File: src/rtl/fcs_pkg.sv
package fcs_pkg;

  typedef enum logic [2:0] {
    ST_FILL   = 3'd0,
    ST_LAUNCH = 3'd1,
    ST_WAIT   = 3'd2,
    ST_DRAIN  = 3'd3,
    ST_DONE   = 3'd4
  } fcs_state_e;

  function automatic int ceil_div(input int a, input int b);
    return (a + b - 1) / b;
  endfunction

endpackage

File: src/rtl/fcs_packer.sv
module fcs_packer #(
  parameter int BLK_W = 128,
  parameter int NIB_W = 4,
  localparam int SLOTS = BLK_W / NIB_W,
  localparam int IDX_W = (SLOTS > 1) ? $clog2(SLOTS) : 1
) (
  input  logic             clk,
  input  logic             rst_n,
  input  logic             wr_en,
  input  logic [IDX_W-1:0] wr_idx,
  input  logic [NIB_W-1:0] wr_nib,
  input  logic             clr,
  output logic [BLK_W-1:0] blk_o
);

  logic [BLK_W-1:0] blk_q;
  logic [BLK_W-1:0] blk_d;
  logic             blk_en;

  assign blk_en = wr_en | clr;

  always_comb begin
    blk_d = blk_q;
    if (clr) begin
      blk_d = '0;
    end
  end

  // Slot g holds the g-th symbol of the block, first symbol at the top.
  logic [BLK_W-1:0] slot_wr;
  for (genvar g = 0; g < SLOTS; g++) begin : g_slot
    assign slot_wr[BLK_W-1-g*NIB_W -: NIB_W] =
      (wr_en && (wr_idx == IDX_W'(g))) ? wr_nib : blk_d[BLK_W-1-g*NIB_W -: NIB_W];
  end

  always_ff @(posedge clk or negedge rst_n) begin
    if (!rst_n) begin
      blk_q <= '0;
    end else if (blk_en) begin
      blk_q <= slot_wr;
    end
  end

  assign blk_o = blk_q;

  a_r4_no_write_on_clear: assert property (@(posedge clk) disable iff (!rst_n)
    !(wr_en && clr));

endmodule

File: src/rtl/fcs_unpacker.sv
module fcs_unpacker #(
  parameter int BLK_W = 128,
  parameter int NIB_W = 4
) (
  input  logic             clk,
  input  logic             rst_n,
  input  logic             ld,
  input  logic [BLK_W-1:0] ld_data,
  input  logic             shift,
  output logic [NIB_W-1:0] nib_o
);

  logic [BLK_W-1:0] sh_q;
  logic [BLK_W-1:0] sh_d;
  logic             sh_en;

  assign sh_en = ld | shift;

  always_comb begin
    sh_d = sh_q;
    if (ld) begin
      sh_d = ld_data;
    end else if (shift) begin
      sh_d = {sh_q[BLK_W-NIB_W-1:0], {NIB_W{1'b0}}};
    end
  end

  always_ff @(posedge clk or negedge rst_n) begin
    if (!rst_n) begin
      sh_q <= '0;
    end else if (sh_en) begin
      sh_q <= sh_d;
    end
  end

  assign nib_o = sh_q[BLK_W-1 -: NIB_W];

  a_r6_no_load_while_shifting: assert property (@(posedge clk) disable iff (!rst_n)
    !(ld && shift));

endmodule

File: src/rtl/fcs_sequencer.sv
module fcs_sequencer
  import fcs_pkg::*;
#(
  parameter int BLK_W      = 128,
  parameter int NIB_W      = 4,
  parameter int FRAME_NIBS = 240,
  localparam int SLOTS     = BLK_W / NIB_W,
  localparam int IDX_W     = (SLOTS > 1) ? $clog2(SLOTS) : 1,
  localparam int NUM_BLKS  = ceil_div(FRAME_NIBS, SLOTS),
  localparam int BLK_CW    = $clog2(NUM_BLKS + 1),
  localparam int LAST_NIBS = FRAME_NIBS - (NUM_BLKS - 1) * SLOTS
) (
  input  logic             clk,
  input  logic             rst_n,
  input  logic             sym_valid,
  input  logic             cph_done,
  output logic             sym_ready,
  output logic             wr_en,
  output logic [IDX_W-1:0] wr_idx,
  output logic             clr,
  output logic             cph_start,
  output logic             ld,
  output logic             shift,
  output logic             out_valid,
  output logic             frame_done,
  output logic             last_blk
);

  localparam logic [IDX_W-1:0]  FULL_M1 = IDX_W'(SLOTS - 1);
  localparam logic [IDX_W-1:0]  LAST_M1 = IDX_W'(LAST_NIBS - 1);
  localparam logic [BLK_CW-1:0] BLK_M1  = BLK_CW'(NUM_BLKS - 1);

  fcs_state_e        st_q, st_d;
  logic [IDX_W-1:0]  nib_q, nib_d;
  logic [BLK_CW-1:0] blk_q, blk_d;
  logic              nib_lim;

  assign last_blk = (blk_q == BLK_M1);
  assign nib_lim  = (nib_q == (last_blk ? LAST_M1 : FULL_M1));

  always_comb begin
    st_d  = st_q;
    nib_d = nib_q;
    blk_d = blk_q;
    unique case (st_q)
      ST_FILL: begin
        if (sym_valid) begin
          if (nib_lim) begin
            nib_d = '0;
            st_d  = ST_LAUNCH;
          end else begin
            nib_d = nib_q + 1'b1;
          end
        end
      end
      ST_LAUNCH: st_d = ST_WAIT;
      ST_WAIT: begin
        if (cph_done) st_d = ST_DRAIN;
      end
      ST_DRAIN: begin
        if (nib_lim) begin
          nib_d = '0;
          if (last_blk) begin
            blk_d = '0;
            st_d  = ST_DONE;
          end else begin
            blk_d = blk_q + 1'b1;
            st_d  = ST_FILL;
          end
        end else begin
          nib_d = nib_q + 1'b1;
        end
      end
      ST_DONE: st_d = ST_FILL;
      default: st_d = ST_FILL;
    endcase
  end

  always_ff @(posedge clk or negedge rst_n) begin
    if (!rst_n) begin
      st_q  <= ST_FILL;
      nib_q <= '0;
      blk_q <= '0;
    end else begin
      st_q  <= st_d;
      nib_q <= nib_d;
      blk_q <= blk_d;
    end
  end

  assign sym_ready  = (st_q == ST_FILL);
  assign wr_en      = sym_ready && sym_valid;
  assign wr_idx     = nib_q;
  assign cph_start  = (st_q == ST_LAUNCH);
  assign ld         = (st_q == ST_WAIT) && cph_done;
  assign clr        = ld;
  assign shift      = (st_q == ST_DRAIN);
  assign out_valid  = shift;
  assign frame_done = (st_q == ST_DONE);

  a_r5_wait_blocks_input: assert property (@(posedge clk) disable iff (!rst_n)
    (st_q == ST_WAIT) |-> !wr_en);

  a_r3_block_index_bounded: assert property (@(posedge clk) disable iff (!rst_n)
    blk_q <= BLK_M1);

endmodule

File: src/rtl/frame_cipher_seq.sv
module frame_cipher_seq #(
  parameter int BLK_W      = 128,
  parameter int NIB_W      = 4,
  parameter int FRAME_NIBS = 240
) (
  input  logic             clk,
  input  logic             rst_n,
  input  logic             sym_valid,
  input  logic [NIB_W-1:0] sym_data,
  output logic             sym_ready,
  output logic             cph_start,
  output logic [BLK_W-1:0] cph_block,
  input  logic             cph_done,
  input  logic [BLK_W-1:0] cph_result,
  output logic             out_valid,
  output logic [NIB_W-1:0] out_data,
  output logic             frame_done
);

  localparam int SLOTS    = BLK_W / NIB_W;
  localparam int IDX_W    = (SLOTS > 1) ? $clog2(SLOTS) : 1;
  localparam int NUM_BLKS = fcs_pkg::ceil_div(FRAME_NIBS, SLOTS);
  localparam int PAD_BITS = (NUM_BLKS * SLOTS - FRAME_NIBS) * NIB_W;

  logic [1:0]       rst_sync;
  logic             rst_i_n;
  logic             wr_en;
  logic [IDX_W-1:0] wr_idx;
  logic             clr;
  logic             ld;
  logic             shift;
  logic             last_blk;

  always_ff @(posedge clk or negedge rst_n) begin
    if (!rst_n) begin
      rst_sync <= 2'b00;
    end else begin
      rst_sync <= {rst_sync[0], 1'b1};
    end
  end
  assign rst_i_n = rst_sync[1];

  fcs_sequencer #(
    .BLK_W(BLK_W), .NIB_W(NIB_W), .FRAME_NIBS(FRAME_NIBS)
  ) u_seq (
    .clk(clk), .rst_n(rst_i_n), .sym_valid(sym_valid), .cph_done(cph_done),
    .sym_ready(sym_ready), .wr_en(wr_en), .wr_idx(wr_idx), .clr(clr),
    .cph_start(cph_start), .ld(ld), .shift(shift), .out_valid(out_valid),
    .frame_done(frame_done), .last_blk(last_blk)
  );

  fcs_packer #(.BLK_W(BLK_W), .NIB_W(NIB_W)) u_pack (
    .clk(clk), .rst_n(rst_i_n), .wr_en(wr_en), .wr_idx(wr_idx),
    .wr_nib(sym_data), .clr(clr), .blk_o(cph_block)
  );

  fcs_unpacker #(.BLK_W(BLK_W), .NIB_W(NIB_W)) u_unpack (
    .clk(clk), .rst_n(rst_i_n), .ld(ld), .ld_data(cph_result),
    .shift(shift), .nib_o(out_data)
  );

  a_r4_start_single: assert property (@(posedge clk) disable iff (!rst_i_n)
    cph_start |=> (!cph_start && !sym_ready));

  a_r4_block_held: assert property (@(posedge clk) disable iff (!rst_i_n)
    ($past(cph_start) && !$past(cph_done)) |-> $stable(cph_block));

  a_r6_drain_after_done: assert property (@(posedge clk) disable iff (!rst_i_n)
    $rose(out_valid) |-> $past(cph_done));

  a_r7_done_after_output: assert property (@(posedge clk) disable iff (!rst_i_n)
    frame_done |-> ($past(out_valid) && !out_valid));

  a_r5_ready_output_exclusive: assert property (@(posedge clk) disable iff (!rst_i_n)
    !(sym_ready && out_valid));

  if (PAD_BITS > 0) begin : g_pad
    a_r3_pad_zero: assert property (@(posedge clk) disable iff (!rst_i_n)
      (cph_start && last_blk) |-> (cph_block[PAD_BITS-1:0] == '0));
  end

endmodule

File: config.mk
export PLATFORM = sky130hd
export DESIGN_NAME = frame_cipher_seq
export DESIGN_NICKNAME = d
export VERILOG_FILES = /design/src/rtl/fcs_pkg.sv /design/src/rtl/fcs_packer.sv /design/src/rtl/fcs_unpacker.sv /design/src/rtl/fcs_sequencer.sv /design/src/rtl/frame_cipher_seq.sv
export SDC_FILE = /design/constraint.sdc
export NUM_CORES = 1
export LEC_CHECK = 0
export BUFFER_PORTS_ARGS = -buffer_cell sky130_fd_sc_hd__buf_2
export CORE_MARGIN = 1.5
export CORE_UTILIZATION = 51
export CTS_BUF_LIST = sky130_fd_sc_hd__clkbuf_8
export CTS_CLUSTER_DIAMETER = 150
export DETAILED_ROUTE_END_ITERATION = 10
export GPL_TIMING_DRIVEN = 0
export HOLD_SLACK_MARGIN = 0.12
export PLACE_DENSITY = 0.78
export SYNTH_ARGS = -nofsm -noshare
export SYNTH_HDL_FRONTEND = slang
export SYNTH_HIERARCHICAL = 1
export SYNTH_SLANG_ARGS = --single-unit
File: constraint.sdc
create_clock -name clk -period 8.68 [get_ports clk]
set_input_delay 1.302 -clock clk [delete_from_list [all_inputs] [get_ports clk]]
set_output_delay 1.302 -clock clk [all_outputs]
set_load 0.05 [all_outputs]
# == After elaboration in Yosys (flattened, before gate mapping) ==
# Index checks and enable logic that the tools add are counted.
# totals
register_bits,270
input_bits,136
out_inout_bits,136
word_cells,234
# op_classes
addsub,2
eq_ne,41
muxes,46
n_bitwise,2
reduce_logical,106
# ops
operator,n
128-bit 2-to-1 mux,3
4-bit 2-to-1 mux,33
"5-bit == test, second input constant",16
2-bit AND reduction,35
2-bit nonzero test,34
"5-bit by 4-bit == test with 1-bit output, second input constant",8
1-bit logical AND,34
"5-bit by 3-bit == test with 1-bit output, second input constant",4
3-bit 2-to-1 mux,5
5-bit 2-to-1 mux,3
3-bit case mux with 4 select lines,1
"5-bit by 2-bit == test with 1-bit output, second input constant",2
5-bit case mux with 2 select lines,1
"3-bit by 2-bit == test with 1-bit output, second input constant",2
"2-bit != test, second input constant",3
"5-bit by 1-bit adder with 5-bit output, second input constant",1
"5-bit by 1-bit == test with 1-bit output, second input constant",1
5-bit == test,1
5-bit logical NOT,1
"4-bit by 1-bit adder with 4-bit output, second input constant",1
"4-bit by 3-bit == test with 1-bit output, second input constant",1
4-bit AND reduction,1
"3-bit by 1-bit == test with 1-bit output, second input constant",1
"3-bit == test, second input constant",1
3 further kinds,4

# == Depth between registers and ports, before layout ==
# depth
word_depth,6
depth_mapped,7
mapped_depth_nobuf,5

# == By module ==
# The synthesis kept the hierarchy.
# modules_own_cells
module,instances,cells_per_inst,area_each_um2,seq_area_each_um2
fcs_unpacker,1,558,6008.3,3203.1
fcs_packer,1,458,5814.3,3203.1
fcs_sequencer,1,70,714.4,300.3
frame_cipher_seq,1,3,53.8,50.0

# == Worst setup path after synthesis ==
# Ideal clock, no wire load.
# synth_timing
kind,register to output
startpoint,register u_seq.st_q[0]
endpoint,output port frame_done
arrival_ns,1.665
required_time_ns,7.378
path_slack_ns,5.713
path_stages_with_launch,3
path_buffers,1
path_cell_list,dfrtp_1 > buf_4 > nor3b_1
# synth_via
elab_chain_len,1
# synth_rtl
element,line,source
"start, declared",fcs_sequencer.sv:33,"fcs_state_e st_q, st_d;"
"start signal, assigned",fcs_sequencer.sv:85,st_q <= st_d;
3-bit == test,fcs_sequencer.sv:99,assign frame_done = (st_q == ST_DONE);
"end, declared",frame_cipher_seq.sv:17,output logic frame_done
# Every way passes these cells.

# == Final worst setup path ==
# layout_timing
startpoint,register u_seq.st_q[2]
endpoint,output port out_valid
# layout_via
elab_chain_len,1
# layout_rtl
element,line,source
3-bit by 2-bit == test with 1-bit output,fcs_sequencer.sv:97,assign shift = (st_q == ST_DRAIN);
"end, declared",frame_cipher_seq.sv:15,"output logic out_valid,"
# Every way passes these cells.

==> flow_summary.yaml <==
placement:
  placed_cells: 1687
  gp_congestion: 0.824
  io_buffers: 271
  dp_hpwl_microns: 22200
  dp_slack_ps: 5340
finish:
  fillers: 1903
  final_cell_count_no_fill: 1772
  num-nets-final: 1549
  register_area_sq_um: 6760
  area_growth_pct: 22.4
  utilization: 0.636
  drive_above_1_share: 0.360
  multi_input_area_sq_um: 5270
critical_path:
  end_kind: "output pin"
  crit_path_start_kind: "register"
  critPathArrivalTime_ps: 1810
  crit_required_ps: 7380
  crit_fanout: 9
  setup.worst_path.class: "register to output pin"
grt:
  track_usage: 0.244
  gr-total-overflow: 0
  grt_util_met2: 0.411
  globalRouteMet1Util: 0.306
  antenna_found_initial: 1
  grt_pass1_wl_microns: 50200
  top_usage_layer: "met2"
  grt_max_degree: 72
  grtUsageMet3: 0.0722
  grt_pass1_vias: 9742
power_and_ir_drop:
  leakage_nw: 8.33
  vdd_drop_max_mv: 0.165
  powerDensity_nw_per_um2: 285
  power_mw: 4.39
route:
  drt_first_pass_iters: 5
  wl_per_cell_microns: 17.6
  drc: 0
  via_count: 9179
  initialDrtViolationCount: 586
  wl_microns: 31100
  drtAntennaViolNets: 0
  avgViaCountPerCell: 5.18
floorplan:
  die_w_microns: 160
  dieArea_sq_um: 25600
  rows: 57
  placeableCoreArea_sq_um: 24200
  initial_utilization: 0.519
  ios: 272
  die_h_microns: 160
synthesis:
  synth_area_sq_um: 12600
  synth_area_per_cell_sq_um: 11.6
  synth_cells: 1089
  synthTopCellsByArea: "dfrtp_1 (54%), mux2_2 (12%), mux2i_1 (9.9%), nor2b_1 (6.5%), o21ai_1 (4.6%)"
  synth_fa_ha_area_frac: 0.00199
  synthDistinctLibCells: 38
  ys_ff_latch: 270
  synth.largest_area_cell: "dfrtp_1"
  yosys-mux-area-fraction: 0.216
  yosysSeqAreaShare: 0.537
  synth-xor-area-share: 0.00139
  yosys.area_share.simple: 0.142
  synth_top_family_by_area: "multiplexers"
  yosys.area.top_type_share: 0.537
  synth_nets: 1227
  yosys_warnings: 6
  synth_compound_area_frac: 0.0574
run:
  drv_cap: 0
clock_tree:
  cts_tree: "built"
  post_cts_buffers: 0
  cts.sinks: 270
  insertion_delay_ps: 550
  hold_buffers: 0
  cts.htree.levels: 2
  cts_resized: 0
  clk_pin_slew_ps: 60
  cts-root-buf: "clkbuf_8"
  cts_buffers: 46
  cts_buffer_depth: 3
outcome:
  status: "finished clean"
sta:
  setup_ws_ps: 5570
  rsz0062_at_grt: "false"
  fin_crit_sh: 0.358
  finalHoldViolCount: 0
  setup_viol: 0
  min_period_ps: 3110
  finalClockSkew_ps: 27.8
  max_freq_mhz: 322
  final_max_slew_viol_count: 0
  hold_ws_ps: 377
  relSlewSlack: 0.423
  worst_slew_pin_slew_ps: 866
min_path:
  hp-class: "register to register"
-- final timing paths --
path / start / endpoint / slack [ps] / depth (start not counted)
worst max-delay path: u_seq/st_q[2]$_DFFE_PN0P_ / out_valid / 5570 / 2
worst min-delay path: rst_sync[0]$_DFF_PN0_ / rst_sync[1]$_DFF_PN0_ / 380 / 0
worst max register to register: u_seq/st_q[0]$_DFFE_PN0P_ / u_pack/blk_o[29]$_DFFE_PN0P_ / 6090 / 5
worst min register to register: rst_sync[0]$_DFF_PN0_ / rst_sync[1]$_DFF_PN0_ / 380 / 0
max in group asynchronous: rst_sync[1]$_DFF_PN0_ / u_pack/blk_o[33]$_DFFE_PN0P_ / 7050 / 2
min in group asynchronous: rst_sync[1]$_DFF_PN0_ / u_unpack/sh_q[73]$_DFFE_PN0P_ / 450 / 0
-- cell type report --
| cell class | count | area share |
|---|---|---|
| flip-flops and latches | 270 | 0.439 |
| multi-input cells | 739 | 0.342 |
| repair buffers | 274 | 0.0934 |
| clock buffers | 64 | 0.0572 |
| plain buffers | 80 | 0.0366 |
| well taps | 324 | 0.0263 |
| clock inverters | 20 | 0.00576 |
| diodes | 1 | 0.000162 |
-- metal layers --
metal / wire [microns] / vias up
met5: 11 / -
met4: 635 / 2
met3: 2390 / 57
met2: 15100 / 292
met1: 13000 / 4447
li1: - / 4381
-- per-stage QoR --
stage	instance area [sq um]	TNS, ps
finish	15400	0
global route	15400	0
CTS	15400	0
detailed placement	14400	0
global placement	14400	-631870
floorplan	12600	0
-- critical path, cell delays in order, from the launching register on --
cell	delay [ps]
dfrtp_1	470
and3b_1	460
buf_2	330
-- placed cells by master, fill, tap and decap left out, types with 17 or more instances in the layout --
| cell type | n |
|---|---|
| mux2i_1 | 125 |
| buf_2 | 280 |
| clkbuf_8 | 64 |
| o21ai_1 | 115 |
| clkbuf_1 | 49 |
| nor2b_1 | 130 |
| o21ai_0 | 18 |
| nor2_1 | 17 |
| dfrtp_1 | 269 |
| mux2_2 | 130 |
| nand2_1 | 145 |
-- cells in the mapped netlist (all sizes together) --
library cell  instances
buf                  31
a31oi                 3
nand3                 9
nor2                 18
nand2b                8
mux2                130
a211o                 1
dfrtp               270
nor3b                 3
ha                    2
nor3                  6
o21ai               134
a21oi                 1
or3                   2
nand4                 3
or4b                  1
nand2               145
nor2b               130
o21bai                1
and4bb                4
a21o                  1
conb                  1
and3b                 2
or4                   1
nor4b                 2
clkbuf               49
xnor2                 2
mux2i               125
nand4b                4
-- power by group --
| part | internal, mW | switching [mW] | total, mW |
|---|---|---|---|
| registers | 1.58 | 0.210 | 1.79 |
| clock network | 0.654 | 0.507 | 1.16 |
| logic | 0.658 | 0.784 | 1.44 |
| total | 2.89 | 1.50 | 4.39 |
-- registers in the layout, indices dropped and copies added (netlist names) --
signal,flops
u_unpack/sh_q,128
u_seq/wr_idx,5
rst_sync,2
u_seq/blk_q,4
u_seq/st_q,3
u_pack/blk_o,128
-- cells by family (layout without fill, tap and decap cells) --
kind of cell / Yosys count / in the layout
AO/OA/AOI/OAI: 141 / 141
XOR/XNOR: 2 / 2
adder cells (fa/ha/maj): 2 / 2
buffers and inverters: 80 / 438
flip-flops: 270 / 270
multiplexers: 255 / 255
other: 1 / 2
AND/OR/NAND/NOR: 338 / 338
Power figures use the tool's default switching activity.
